===== src/rtl/onehotTallyPkg.sv =====
package onehotTallyPkg;

  typedef enum logic [1:0] {
    ST_IDLE   = 2'd0,
    ST_RUN    = 2'd1,
    ST_FINISH = 2'd2
  } tallyState_e;

  // Strobes from control to datapath
  typedef struct packed {
    logic load;    // capture word, seed marker
    logic step;    // consume one input bit
    logic finish;  // drop guard offset into result
  } ctrlStrobes_t;

endpackage


===== src/rtl/onehotTallyCtrl.sv =====
module onehotTallyCtrl
  import onehotTallyPkg::*;
#(
  parameter int N = 8
) (
  input  logic         clk,
  input  logic         rstN,
  input  logic         start,
  output ctrlStrobes_t strobes,
  output logic         busy,
  output logic         done
);
  localparam int CW = $clog2(N + 1);
  localparam logic [CW-1:0] LOAD_COUNT = CW'(N);
  localparam logic [CW-1:0] LAST_COUNT = CW'(1);

  tallyState_e state;
  logic [CW-1:0] remain;

  always_comb begin
    strobes.load   = (state == ST_IDLE) && start;
    strobes.step   = (state == ST_RUN);
    strobes.finish = (state == ST_FINISH);
  end

  assign busy = (state != ST_IDLE);

  always_ff @(posedge clk) begin
    if (!rstN) begin
      state  <= ST_IDLE;
      remain <= '0;
      done   <= 1'b0;
    end else begin
      done <= strobes.finish;
      unique case (state)
        ST_IDLE: begin
          if (start) begin
            state  <= ST_RUN;
            remain <= LOAD_COUNT;
          end
        end
        ST_RUN: begin
          remain <= remain - 1'b1;
          if (remain == LAST_COUNT) state <= ST_FINISH;
        end
        ST_FINISH: state <= ST_IDLE;
        default:   state <= ST_IDLE;
      endcase
    end
  end
endmodule


===== src/rtl/onehotTallyPath.sv =====
module onehotTallyPath
  import onehotTallyPkg::*;
#(
  parameter int N = 8
) (
  input  logic         clk,
  input  logic         rstN,
  input  ctrlStrobes_t strobes,
  input  logic [N-1:0] dataIn,
  output logic [N:0]   result
);
  localparam int MW = N + 2;                     // guard bit plus top count
  localparam logic [MW-1:0] SEED = MW'(2);       // marker starts at binary 10

  logic [N-1:0]  wordSh;
  logic [MW-1:0] marker;
  logic [MW-1:0] nextMarker;
  logic          curBit;

  assign curBit = wordSh[0];

  // Per-position step cell: a one moves the marker up (shl),
  // a zero does shr then shl, which keeps it in place.
  assign nextMarker[0] = 1'b0;
  for (genvar i = 1; i < MW; i++) begin : gStep
    assign nextMarker[i] = curBit ? marker[i-1] : marker[i];
  end

  always_ff @(posedge clk) begin
    if (!rstN) begin
      wordSh <= '0;
      marker <= '0;
      result <= '0;
    end else begin
      if (strobes.load) begin
        wordSh <= dataIn;
        marker <= SEED;
      end else if (strobes.step) begin
        wordSh <= wordSh >> 1;
        marker <= nextMarker;
      end
      if (strobes.finish) result <= marker[MW-1:1];  // final shr
    end
  end
endmodule


===== src/rtl/onehotTally.sv =====
module onehotTally
  import onehotTallyPkg::*;
#(
  parameter int N = 8
) (
  input  logic         clk,
  input  logic         rstN,
  input  logic         start,
  input  logic [N-1:0] dataIn,
  output logic         busy,
  output logic         done,
  output logic [N:0]   result
);
  ctrlStrobes_t strobes;

  onehotTallyCtrl #(.N(N)) uCtrl (
    .clk    (clk),
    .rstN   (rstN),
    .start  (start),
    .strobes(strobes),
    .busy   (busy),
    .done   (done)
  );

  onehotTallyPath #(.N(N)) uPath (
    .clk    (clk),
    .rstN   (rstN),
    .strobes(strobes),
    .dataIn (dataIn),
    .result (result)
  );
endmodule


===== config.mk =====
export PLATFORM = sky130hd
export DESIGN_NAME = onehotTally
export DESIGN_NICKNAME = d
export VERILOG_FILES = /design/src/rtl/onehotTallyPkg.sv /design/src/rtl/onehotTallyCtrl.sv /design/src/rtl/onehotTallyPath.sv /design/src/rtl/onehotTally.sv
export SDC_FILE = /design/constraint.sdc
export NUM_CORES = 1
export LEC_CHECK = 0
export ABC_CLOCK_PERIOD_IN_PS = 1550
export BUFFER_PORTS_ARGS = -buffer_cell sky130_fd_sc_hd__buf_4
export CORE_UTILIZATION = 57
export CTS_BUF_LIST = sky130_fd_sc_hd__clkbuf_2 sky130_fd_sc_hd__clkbuf_4 sky130_fd_sc_hd__clkbuf_8
export DETAILED_ROUTE_END_ITERATION = 8
export GPL_ROUTABILITY_DRIVEN = 0
export HOLD_SLACK_MARGIN = 0.03
export PLACE_DENSITY = 0.89
export SKIP_LAST_GASP = 1
export SYNTH_ARGS = -nofsm -noshare
export SYNTH_HDL_FRONTEND = slang
export SYNTH_SLANG_ARGS = --single-unit

===== constraint.sdc =====
create_clock -name clk -period 1.55 [get_ports clk]
set_input_delay 0.155 -clock clk [delete_from_list [all_inputs] [get_ports clk]]
set_output_delay 0.155 -clock clk [all_outputs]
set_load 0.05 [all_outputs]

# Yosys cells after proc, flatten, opt, wreduce, memory -nomap -nowiden

Index checks and enable logic that the tools add are counted.

Flip-flop bits (word level): 33
Output and inout bits: 11
Word-level logic and storage cells: 35

$add $sub $neg: 1
Equality and inequality tests: 5
Mux-type cells: 10
Bitwise logic cells: 1
Reduce and logical (&&, ||, !) cells: 11

Operators with widths:

| operator                                                                 | count |
|---|---|
| 8-bit 2-to-1 mux                                                         | 2 |
| 2-bit 2-to-1 mux                                                         | 4 |
| 4-bit one-hot mux with 2 select lines                                    | 1 |
| 2-bit AND reduction                                                      | 4 |
| 2-bit nonzero test                                                       | 4 |
| 4-bit by 1-bit equality test with 1-bit output (second input constant)   | 1 |
| 4-bit 2-to-1 mux                                                         | 1 |
| 2-bit one-hot mux with 2 select lines                                    | 1 |
| 4-bit by 1-bit subtractor with 4-bit output (second input constant)      | 1 |
| 2-bit by 1-bit equality test with 1-bit output (second input constant)   | 1 |
| 2-bit equality test (second input constant)                              | 1 |
| 2-bit zero test                                                          | 1 |
| 2-bit by 1-bit inequality test with 1-bit output (second input constant) | 1 |
| 2-bit inequality test (second input constant)                            | 1 |
| 2-bit OR reduction                                                       | 1 |
| 1-bit logical AND                                                        | 1 |
| 1-bit 2-to-1 mux                                                         | 1 |
| 1-bit NOT                                                                | 1 |

# Longest topological paths before layout

Gate-level depths: netlist of run 1.

Word-level depth: 4
Mapped depth: 5
Gate-level depth less buffers: 5

# By module

From an unflattened synthesis of run 1, not the netlist that was laid out.

Cell total of the unflattened synthesis: 140
Area total of the unflattened synthesis: 1462.7 um2

Modules (own cells, without submodules):

| module          | times used | cells each | area each (um2) | seq. area each (um2) |
|---|---|---|---|---|
| onehotTallyPath | 1          | 105        | 1129.8          | 520.5 |
| onehotTallyCtrl | 1          | 35         | 332.8           | 140.1 |

# Worst setup path after synthesis of run 1

Ideal clock, no wire load.

Path type: register to register
From: register uCtrl.state[1]
To: register uPath.marker[2]
Setup time: 0.124 ns
Data arrival time: 1.028 ns
Required time: 1.426 ns
Setup slack: 0.398 ns
Stages on the path, launching flop included: 5
Path buffers: 1
Cell sequence: dfxtp_1 or3b_1 buf_2 nand2_1 a21oi_1

Word-level cells in the longest chain between the ends: 3

RTL lines:

| item                                | line                  | text |
|---|---|---|
| start, declared                     | onehotTallyCtrl.sv:17 | `tallyState_e state;` |
| start signal, assigned              | onehotTallyCtrl.sv:30 | `state <= ST_IDLE;` |
| start signal, assigned              | onehotTallyCtrl.sv:38 | `state <= ST_RUN;` |
| start signal, assigned              | onehotTallyCtrl.sv:44 | `if (remain == LAST_COUNT) state <= ST_FINISH;` |
| 2-bit zero test                     | onehotTallyCtrl.sv:21 | `strobes.load = (state == ST_IDLE) && start;` |
| 1-bit logical AND                   | onehotTallyCtrl.sv:21 |  |
| 2-bit OR reduction (no source line) | --                    |  |
| end signal, assigned                | onehotTallyPath.sv:40 | `marker <= nextMarker;` |
| end, declared                       | onehotTallyPath.sv:16 | `logic [MW-1:0] marker;` |

Several ways; a longest one is shown, not always the timed one.
A chain may end at the register's enable or synchronous reset.

# Final worst setup path of run 1

From: register uCtrl.state[1]
To: output port busy

Word-level cells in the longest chain between the ends: 1

RTL lines:

| item               | line                  | text |
|---|---|---|
| 2-bit nonzero test | onehotTallyCtrl.sv:26 | `assign busy = (state != ST_IDLE);` |
| end, declared      | onehotTally.sv:10     | `output logic busy,` |

No other way between the ends.

==> results_dict.tcl, run 1 <==
set metrics [dict create \
    status "complete, no violations" \
    synth_edf_count 0 \
    min_period_over_period 0.968 \
    worstSetupEndpointType "primary output" \
    grt.total_usage 0.252 \
    yosys.area.top_type "dfxtp_1" \
    die-area_sq_mm 0.00260 \
    slowest_delay_ns 0.35 \
    netlist_area_sq_mm 0.00137 \
    clock_latency_ns 0.34 \
    cts.reportedPaths.clkPinSlew_ns 0.10 \
    worstPathRequired_ns 1.39 \
    crit_chain "buf_4 > or2_2 > buf_4" \
    timing.hold.ws_ns 0.0727 \
    yosys-top-cells-count "a21oi_1 (35), nand2_1 (35), dfxtp_1 (33)" \
    crit_family "buffers and inverters" \
    io_buffers 21 \
    vias 1180 \
    synthArstFlopShare 0 \
    clk_path_buf_depth 2 \
    antenna_found_initial 0 \
    syn_to_final_growth_pct 18.6 \
    root_buffer "clkbuf_4" \
    p_leak_nw 0.619 \
    drt-initial-drc-count 27 \
    core_area_sq_mm 0.00223 \
    n_antenna_cell 0 \
    start_util 0.613 \
    drive_gt1_frac 0.215 \
    synth_top_area_frac 0.483 \
    crit_type "flip-flop to primary output" \
    ys.flop_type "dfxtp_1" \
    io_pins 22 \
    post_cts_buffers 0 \
    via_per_inst 5.51 \
    cts_tree "done" \
    hold_viol_final 0 \
    relSlewSlack 0.705 \
    wire_per_inst_um 13.0 \
    critPathBufInv 2 \
    max_cap_violations 0 \
    finalSetupTns_ns 0 \
    ys_warn_count 0 \
    start_kind "flip-flop" \
    hp-class "input pin to flip-flop" \
    rsz0062_at_grt "no" \
    yosys-top-cells-area "dfxtp_1 (48%), a21oi_1 (13%), nand2_1 (9.6%), nand3_1 (3.7%), o21ai_0 (2.9%)" \
    grt_max_degree 18 \
    num_rows 17 \
    postSynthCellCount 162 \
    final_util 0.727 \
    ys_seq_elements 33 \
    grt_pass1_vias 1105 \
    syn_avg_cell_area_sq_um 8.45 \
    slew_viol_final 0 \
    ys_seq_area_frac 0.483 \
    hold_buffers 0 \
    wirelength_um 2790 \
    h-tree-depth 2 \
    arrival_ns 1.35 \
    critPathMaxFanout 8 \
    clock.fmax_mhz 666 \
    synth_cell_types 27 \
    die_y_um 51.0 \
    crit_slowest_cell "dfxtp_1" \
    grt-ovfl-total 0 \
    irDropWorstVdd_v 0.000815 \
    period_needed_ns 1.50 \
    drc 0 \
    crit_path_frequent_cell "buf_4" \
    grt_pass1_wl_um 4740 \
    synth_nets 175 \
    drtAntennaViolNets 0 \
    cts.sinks 33 \
    fin_worst_skew_ns 0.00822 \
    setup_viol 0 \
    drt-pass1-iter-count 4 \
    numCtsBuffers 5 \
    postCtsResizedCells 0 \
    hpwl_um 2000 \
    worst_pin_slew_ns 0.442 \
    power-per-cell-area_mw_per_mm2 1120 \
    nets 198 \
    die_x_um 51.0 \
]
==> layer usage <==
| layer | share of wire | global-route usage |
|---|---|---|
| met4 | 0.025 | 0.144 |
| met3 | 0.049 | 0.0744 |
| met2 | 0.50 | 0.425 |
| met1 | 0.43 | 0.280 |
| met5 | 0 | 0 |
==> worst paths after layout <==
path                                   to                          from  slack (ns)  cells after the start
max                                  busy   uCtrl.state[1]$_SDFFE_PN0P_        0.05                      3
min          uPath.wordSh[7]$_SDFFE_PN0P_                     dataIn[7]        0.07                      3
max reg2reg  uPath.marker[2]$_SDFFE_PP0P_   uCtrl.state[0]$_SDFFE_PN0P_        0.14                      3
min reg2reg  uPath.wordSh[1]$_SDFFE_PN0P_  uPath.wordSh[2]$_SDFFE_PN0P_        0.46                      2
==> placed cells by master, fill, tap and decap left out, drive strengths merged, types with 3 or more instances in the layout <==
master  instances
a21oi          35
buf            26
clkbuf          7
dfxtp          33
nand2          35
nand2b          4
nand3          10
nor2            4
nor2b           3
nor3b           3
o21ai           8
==> state kept, by name (all words and copies together) (netlist names) <==
| name | cells |
|---|---|
| uCtrl.remain | 4 |
| uCtrl.state | 2 |
| uCtrl.done | 1 |
| uPath.wordSh | 8 |
| uPath.result | 9 |
| uPath.marker | 9 |
==> report_power, final <==
| group | internal (mW) | switching, mW |
|---|---|---|
| registers | 0.885 | 0.0322 |
| clock network | 0.403 | 0.289 |
| logic | 0.0916 | 0.122 |
| total | 1.38 | 0.444 |
==> metrics by stage <==
| stage | cells | total power [mW] | cell area [sq um] | setup WS (ns) |
|---|---|---|---|---|
| 2_1_floorplan | 162 | 1.09 | 1370 | 0.398 |
| 3_3_place_gp | 206 | 1.13 | 1530 | 0.186 |
| 3_5_place_dp | 206 | 1.15 | 1530 | 0.0985 |
| 4_1_cts | 214 | 1.83 | 1620 | 0.0297 |
| 5_1_grt | 214 | 1.89 | 1620 | 0.00586 |
| 6_report | 214 | 1.82 | 1620 | 0.0494 |
==> worst reg2reg max path: stages, from the launching register on <==
cell and delay [ns]:
dfxtp_2 0.40, or3b_1 0.52, nand2_1 0.28, a21oi_1 0.09
==> cell type report <==
class / count / area, sq um
Clock buffer: 7 / 58.8
Sequential cell: 33 / 662
Tap cell: 28 / 35.0
Fill cell: 178 / 609
Multi-Input combinational cell: 116 / 632
Clock inverter: 1 / 30.0
Inverter: 3 / 11.3
Timing Repair Buffer: 26 / 195
==> kinds of logic (layout without fill, tap and decap cells) <==
family,count (synthesis),after routing,share of synthesized area
and+or+nand+nor,67,67,0.253
AOI/OAI and AO/OA,46,46,0.183
DFF,33,33,0.483
buffers and inverters,13,37,0.0558
adders and majority gates,2,2,0.0183
muxes,1,1,0.00731
Note: power is estimated with default switching activity, not from simulation.
==> run 2: changes to the inputs <==
- HOLD_SLACK_MARGIN: 0.03 -> 0.08
==> run 2 against run 1 <==
  * Clock-buffer cell count is the same
  * Largest power group unchanged
  * Design area grew 0.62%
  * Sequential power is essentially flat
  * Register-to-register slack is essentially flat
  * Critical path depth is the same
==> results_dict.tcl, run 2 (synthesis results as in run 1) <==
set metrics [dict create \
    status "complete, no violations" \
    reg_top3 "uPath.marker: 9 flops, uPath.result: 9 flops, uPath.wordSh: 8 flops" \
    drc 0 \
    drtAntennaViolNets 0 \
    cts.reportedPaths.clkPinSlew_ns 0.10 \
    postLayoutCellArea_sq_mm 0.00163 \
    p_leak_nw 0.624 \
    io_pins 22 \
    power-per-cell-area_mw_per_mm2 1120 \
    wire_per_inst_um 13.0 \
    antenna_found_initial 0 \
    cts_tree "done" \
    numCtsBuffers 5 \
    crit_family "buffers and inverters" \
    relSlewSlack 0.698 \
    place_area_sq_mm 0.00153 \
    grt-ovfl-total 0 \
    fill_cells 176 \
    setup_viol 0 \
    clock_latency_ns 0.34 \
    n_antenna_cell 0 \
    die_x_um 51.0 \
    arrival_ns 1.34 \
    io_buffers 21 \
    start_kind "flip-flop" \
    clock.fmax_mhz 667 \
    root_buffer "clkbuf_4" \
    crit_chain "buf_4 > or2_2 > buf_4" \
    drive_gt1_frac 0.214 \
    slowest_delay_ns 0.35 \
    core_area_sq_mm 0.00223 \
    min_period_over_period 0.968 \
    vias 1196 \
    grt_pass1_vias 1113 \
    syn_to_final_growth_pct 19.4 \
    start_util 0.613 \
    final_util 0.732 \
    hpwl_um 2000 \
    hold_viol_final 0 \
    crit_slowest_cell "dfxtp_1" \
    critPathMaxFanout 8 \
    worstSetupEndpointType "primary output" \
    finalSetupTns_ns 0 \
    rsz0062_at_grt "no" \
    critPathBufInv 2 \
    drt-pass1-iter-count 4 \
    fin_worst_skew_ns 0.00763 \
    grt_pass1_wl_um 4770 \
    crit_type "flip-flop to primary output" \
    die_y_um 51.0 \
    h-tree-depth 2 \
    nets 199 \
    irDropWorstVdd_v 0.000813 \
    worstPathRequired_ns 1.39 \
    grt_max_degree 18 \
    num_rows 17 \
    die-area_sq_mm 0.00260 \
    period_needed_ns 1.50 \
    via_per_inst 5.56 \
    max_cap_violations 0 \
    slew_viol_final 0 \
    clk_path_buf_depth 2 \
    mostFrequentLayoutCells "nand2_1 (35), a21oi_1 (35), dfxtp_1 (32)" \
    cts.sinks 33 \
    drt-initial-drc-count 27 \
    grt.total_usage 0.254 \
    crit_path_frequent_cell "buf_4" \
    worst_pin_slew_ns 0.453 \
    wirelength_um 2800 \
    hp-class "input pin to flip-flop" \
]
==> run 2: cell types whose count changed in the layout (fill, tap and decap cells not counted) <==
cell,delta
dlygate4sd3_1,+1
==> run 2: layout make-up <==
| class | instances | area, sq um | share of cell area |
|---|---|---|---|
| Timing Repair Buffer | 27 | 205 | 0.126 |
| Tap cell | 28 | 35.0 | 0.0214 |
| Sequential cell | 33 | 662 | 0.405 |
| Clock buffer | 7 | 58.8 | 0.0360 |
| Clock inverter | 1 | 30.0 | 0.0184 |
| Inverter | 3 | 11.3 | 0.00689 |
| Multi-Input combinational cell | 116 | 632 | 0.387 |
==> run 2: final timing paths <==
kind / from / endpoint / slack, ns / cells past startpoint
setup reg to reg: uCtrl.state[0]$_SDFFE_PN0P_ / uPath.marker[2]$_SDFFE_PP0P_ / 0.15 / 3
hold reg to reg: uPath.wordSh[2]$_SDFFE_PN0P_ / uPath.wordSh[1]$_SDFFE_PN0P_ / 0.46 / 2
setup / recovery: uCtrl.state[1]$_SDFFE_PN0P_ / busy / 0.05 / 3
hold / removal: dataIn[4] / uPath.wordSh[4]$_SDFFE_PN0P_ / 0.09 / 3
==> run 2: worst min-delay path, delay by kind of cell <==
family	cells	cell delay, ns
buffers and inverters	1	0.07
AO/OA/AOI/OAI	2	0.17
==> run 2: timing repair <==
action,in CTS,in global routing
setup endpoints to repair,0,1
buffers inserted,0,0
hold endpoints to repair,1,0
hold buffers,1,0
resized for setup,0,1
==> run 2: report_power, final <==
part	switching [mW]	internal (mW)	total, mW
combinational	0.123	0.0932	0.216
sequential	0.0321	0.885	0.917
clock	0.289	0.403	0.691
total	0.443	1.38	1.82
==> run 2: per-layer routing <==
layer / vias to the layer above / wire length, um / global-route usage
li1: 593 / - / -
met1: 546 / 1160 / 0.280
met2: 48 / 1410 / 0.430
met3: 9 / 157 / 0.0744
met4: 0 / 71 / 0.144
met5: - / 0 / 0
==> run 2: through the flow <==
step	hold WS, ns	instances	total power [mW]	worst slack [ns]
2_1_floorplan	0.291	162	1.09	0.398
3_3_place_gp	0.417	206	1.13	0.186
3_5_place_dp	0.425	206	1.15	0.0985
4_1_cts	0.0819	215	1.83	0.0297
5_1_grt	0.106	215	1.89	0.00586
6_report	0.0896	215	1.82	0.0501
==> run 3: changes to the inputs <==
- SETUP_SLACK_MARGIN: unset -> 0.3
==> run 3 against run 2 <==
  * Via count is 4.3% higher
  * Register-to-register slack better by 0.14 ns
  * Global-route usage up 0.82 points
  * Power up 2.6%
  * Sequential power barely moved
  * Core utilization grew 5.0 points
  * Setup slack improved by 0.17 ns
  * Sequential cell count unchanged
  * Clock-buffer cell count unchanged
  * Routed wire length rose by 14%
  * Critical path type unchanged
  * Critical endpoint unchanged
  * Highest routed layer unchanged
==> results_dict.tcl, run 3 (synthesis results as in run 1) <==
set metrics [dict create \
    status "complete, no violations" \
    seqPwrFrac 0.491 \
    hold_path.startpoint "dataIn[5]" \
    p_leak_nw 0.674 \
    fill_cells 154 \
    die_x_um 51.0 \
    path_depth 3 \
    nets 207 \
    h-tree-depth 2 \
    cts.sinks 33 \
    critPathBufInv 2 \
    swShare 0.249 \
    grt_pass1_wl_um 4930 \
    setup_ws_ns 0.225 \
    hold_end "uPath.wordSh[5]$_SDFFE_PN0P_" \
    hold_viol_final 0 \
    use_met2 0.441 \
    pwr-share-comb 0.138 \
    rsz0062_at_grt "yes" \
    critPathMaxFanout 4 \
    clkPwrFrac 0.371 \
    reg2reg_depth 6 \
    via_per_inst 5.60 \
    syn_to_final_growth_pct 27.6 \
    crit_slowest_cell "dfxtp_2" \
    setup_viol 0 \
    arrival_ns 1.17 \
    holdPathStages 3 \
    intPower_mw 1.41 \
    die_y_um 51.0 \
    reg2reg_slack_ns 0.29 \
    hpwl_um 2000 \
    power.switching_uw 465 \
    min_period_over_period 0.855 \
    power-per-cell-area_mw_per_mm2 1070 \
    worstSetupEndpointType "primary output" \
    cts.reportedPaths.clkPinSlew_ns 0.10 \
    reg_top3 "uPath.marker: 9 flops, uPath.result: 9 flops, uPath.wordSh: 8 flops" \
    period_needed_ns 1.33 \
    root_buffer "clkbuf_4" \
    relSlewSlack 0.800 \
    mostFrequentLayoutCells "nand2_1 (34), a21oi_1 (33), dfxtp_1 (31)" \
    drc 0 \
    start_kind "flip-flop" \
    crit_family "flip-flops" \
    die-area_sq_mm 0.00260 \
    drive_gt1_frac 0.287 \
    drt-pass1-iter-count 4 \
    vias 1248 \
    grt_pass1_vias 1163 \
    finalSetupTns_ns 0 \
    final_common_cell "nand2_1" \
    crit-reg2reg-capture "uPath.result[4]$_SDFFE_PN0P_" \
    wirelength_um 3190 \
    drt-initial-drc-count 40 \
    clk_path_buf_depth 2 \
    fin_worst_skew_ns 0.00755 \
    io_pins 22 \
    clock_latency_ns 0.34 \
    top_usage_layer "met2" \
    drtAntennaViolNets 0 \
    worstPathRequired_ns 1.39 \
    n_antenna_cell 0 \
    io_buffers 21 \
    crit_chain "buf_6 > or2_4 > buf_8" \
    grt_util_met3 0.0744 \
    antenna_found_initial 0 \
    grt.total_usage 0.262 \
    hp-class "input pin to flip-flop" \
    cts_tree "done" \
    place_ws_ns 0.0985 \
    slew_viol_final 0 \
    timing.rr.start "uCtrl.state[1]$_SDFFE_PN0P_" \
    core_area_sq_mm 0.00223 \
    irDropWorstVdd_v 0.000836 \
    clock.fmax_mhz 755 \
    grt_max_degree 18 \
    grt-ovfl-total 0 \
    slowest_delay_ns 0.34 \
    max_cap_violations 0 \
    wire_per_inst_um 14.3 \
    num_rows 17 \
    start_util 0.613 \
    numCtsBuffers 5 \
    grt_util_met1 0.295 \
    worst_pin_slew_ns 0.299 \
    crit_type "flip-flop to primary output" \
]
-- run 3: cell count changes in the layout (fill, tap and decap cells not counted), moves of 2 or more --
| cell | previous run | this run |
|---|---|---|
| a21oi_1 | 35 | 33 |
| a21oi_2 | 0 | 2 |
| buf_2 | 0 | 2 |
| buf_4 | 26 | 28 |
| buf_6 | 0 | 2 |
| o21ai_0 | 8 | 3 |
| o21ai_1 | 0 | 4 |
-- run 3: through the flow --
stage          power (mW)  hold slack (ns)  cell area [sq um]   util  instances
6_report             1.87           0.0794               1750  0.782        223
5_1_grt              1.93            0.103               1750  0.782        223
4_1_cts              1.85           0.0807               1690  0.758        219
3_5_place_dp         1.15            0.425               1530  0.687        206
3_3_place_gp         1.13            0.417               1530  0.687        206
2_1_floorplan        1.09            0.291               1370      -        162
-- run 3: worst max path at each step --
stage                                     start                            to  slack (ns)
global route        uCtrl.state[1]$_SDFFE_PN0P_                          busy        0.20
floorplan           uCtrl.state[1]$_SDFFE_PN0P_  uPath.marker[2]$_SDFFE_PP0P_        0.40
finish              uCtrl.state[1]$_SDFFE_PN0P_                          busy        0.22
global placement    uCtrl.state[0]$_SDFFE_PN0P_  uPath.marker[3]$_SDFFE_PP0P_        0.19
detailed placement  uCtrl.state[0]$_SDFFE_PN0P_  uPath.marker[2]$_SDFFE_PP0P_         0.1
CTS                 uCtrl.state[1]$_SDFFE_PN0P_                          busy        0.21
-- run 3: cell type report --
class | count | area (sq um) | share of cell area
sequential | 33 | 666 | 0.381
tap | 28 | 35.0 | 0.0201
timing repair buffer | 35 | 279 | 0.160
inverter | 3 | 11.3 | 0.00645
clock inverter | 1 | 30.0 | 0.0172
multi-input combinational | 116 | 667 | 0.382
clock buffer | 7 | 58.8 | 0.0337
-- run 3: per-layer routing --
layer  routed length, um  share of wire
met1                1360           0.43
met2                1600           0.50
met3                 151          0.047
met4                  80          0.025
met5                   0              0
-- run 3: worst register-to-register path, delay by kind of cell, from the launching register on --
family                 cells  cell delay, ns
AO/OA/AOI/OAI              1            0.12
buffers and inverters      3            0.50
flip-flops                 1            0.35
AND/OR/NAND/NOR            2            0.24
-- run 3: repair_timing --
action | in CTS | in global routing
endpoints found under the setup margin | 29 | 17
gates resized for setup | 13 | 9
hold buffers | 1 | 0
gates cloned | 0 | 3
pin swaps | 4 | 3
endpoints found under the hold margin | 1 | 0
setup buffers | 4 | 1
-- run 3: power by group through the flow --
stage	Combinational, mW	Sequential (mW)	Clock, mW
5_1_grt	0.282	0.924	0.726
6_report	0.258	0.919	0.694
3_3_place_gp	0.202	0.932	0
2_1_floorplan	0.165	0.924	0
3_5_place_dp	0.212	0.935	0
4_1_cts	0.238	0.916	0.701
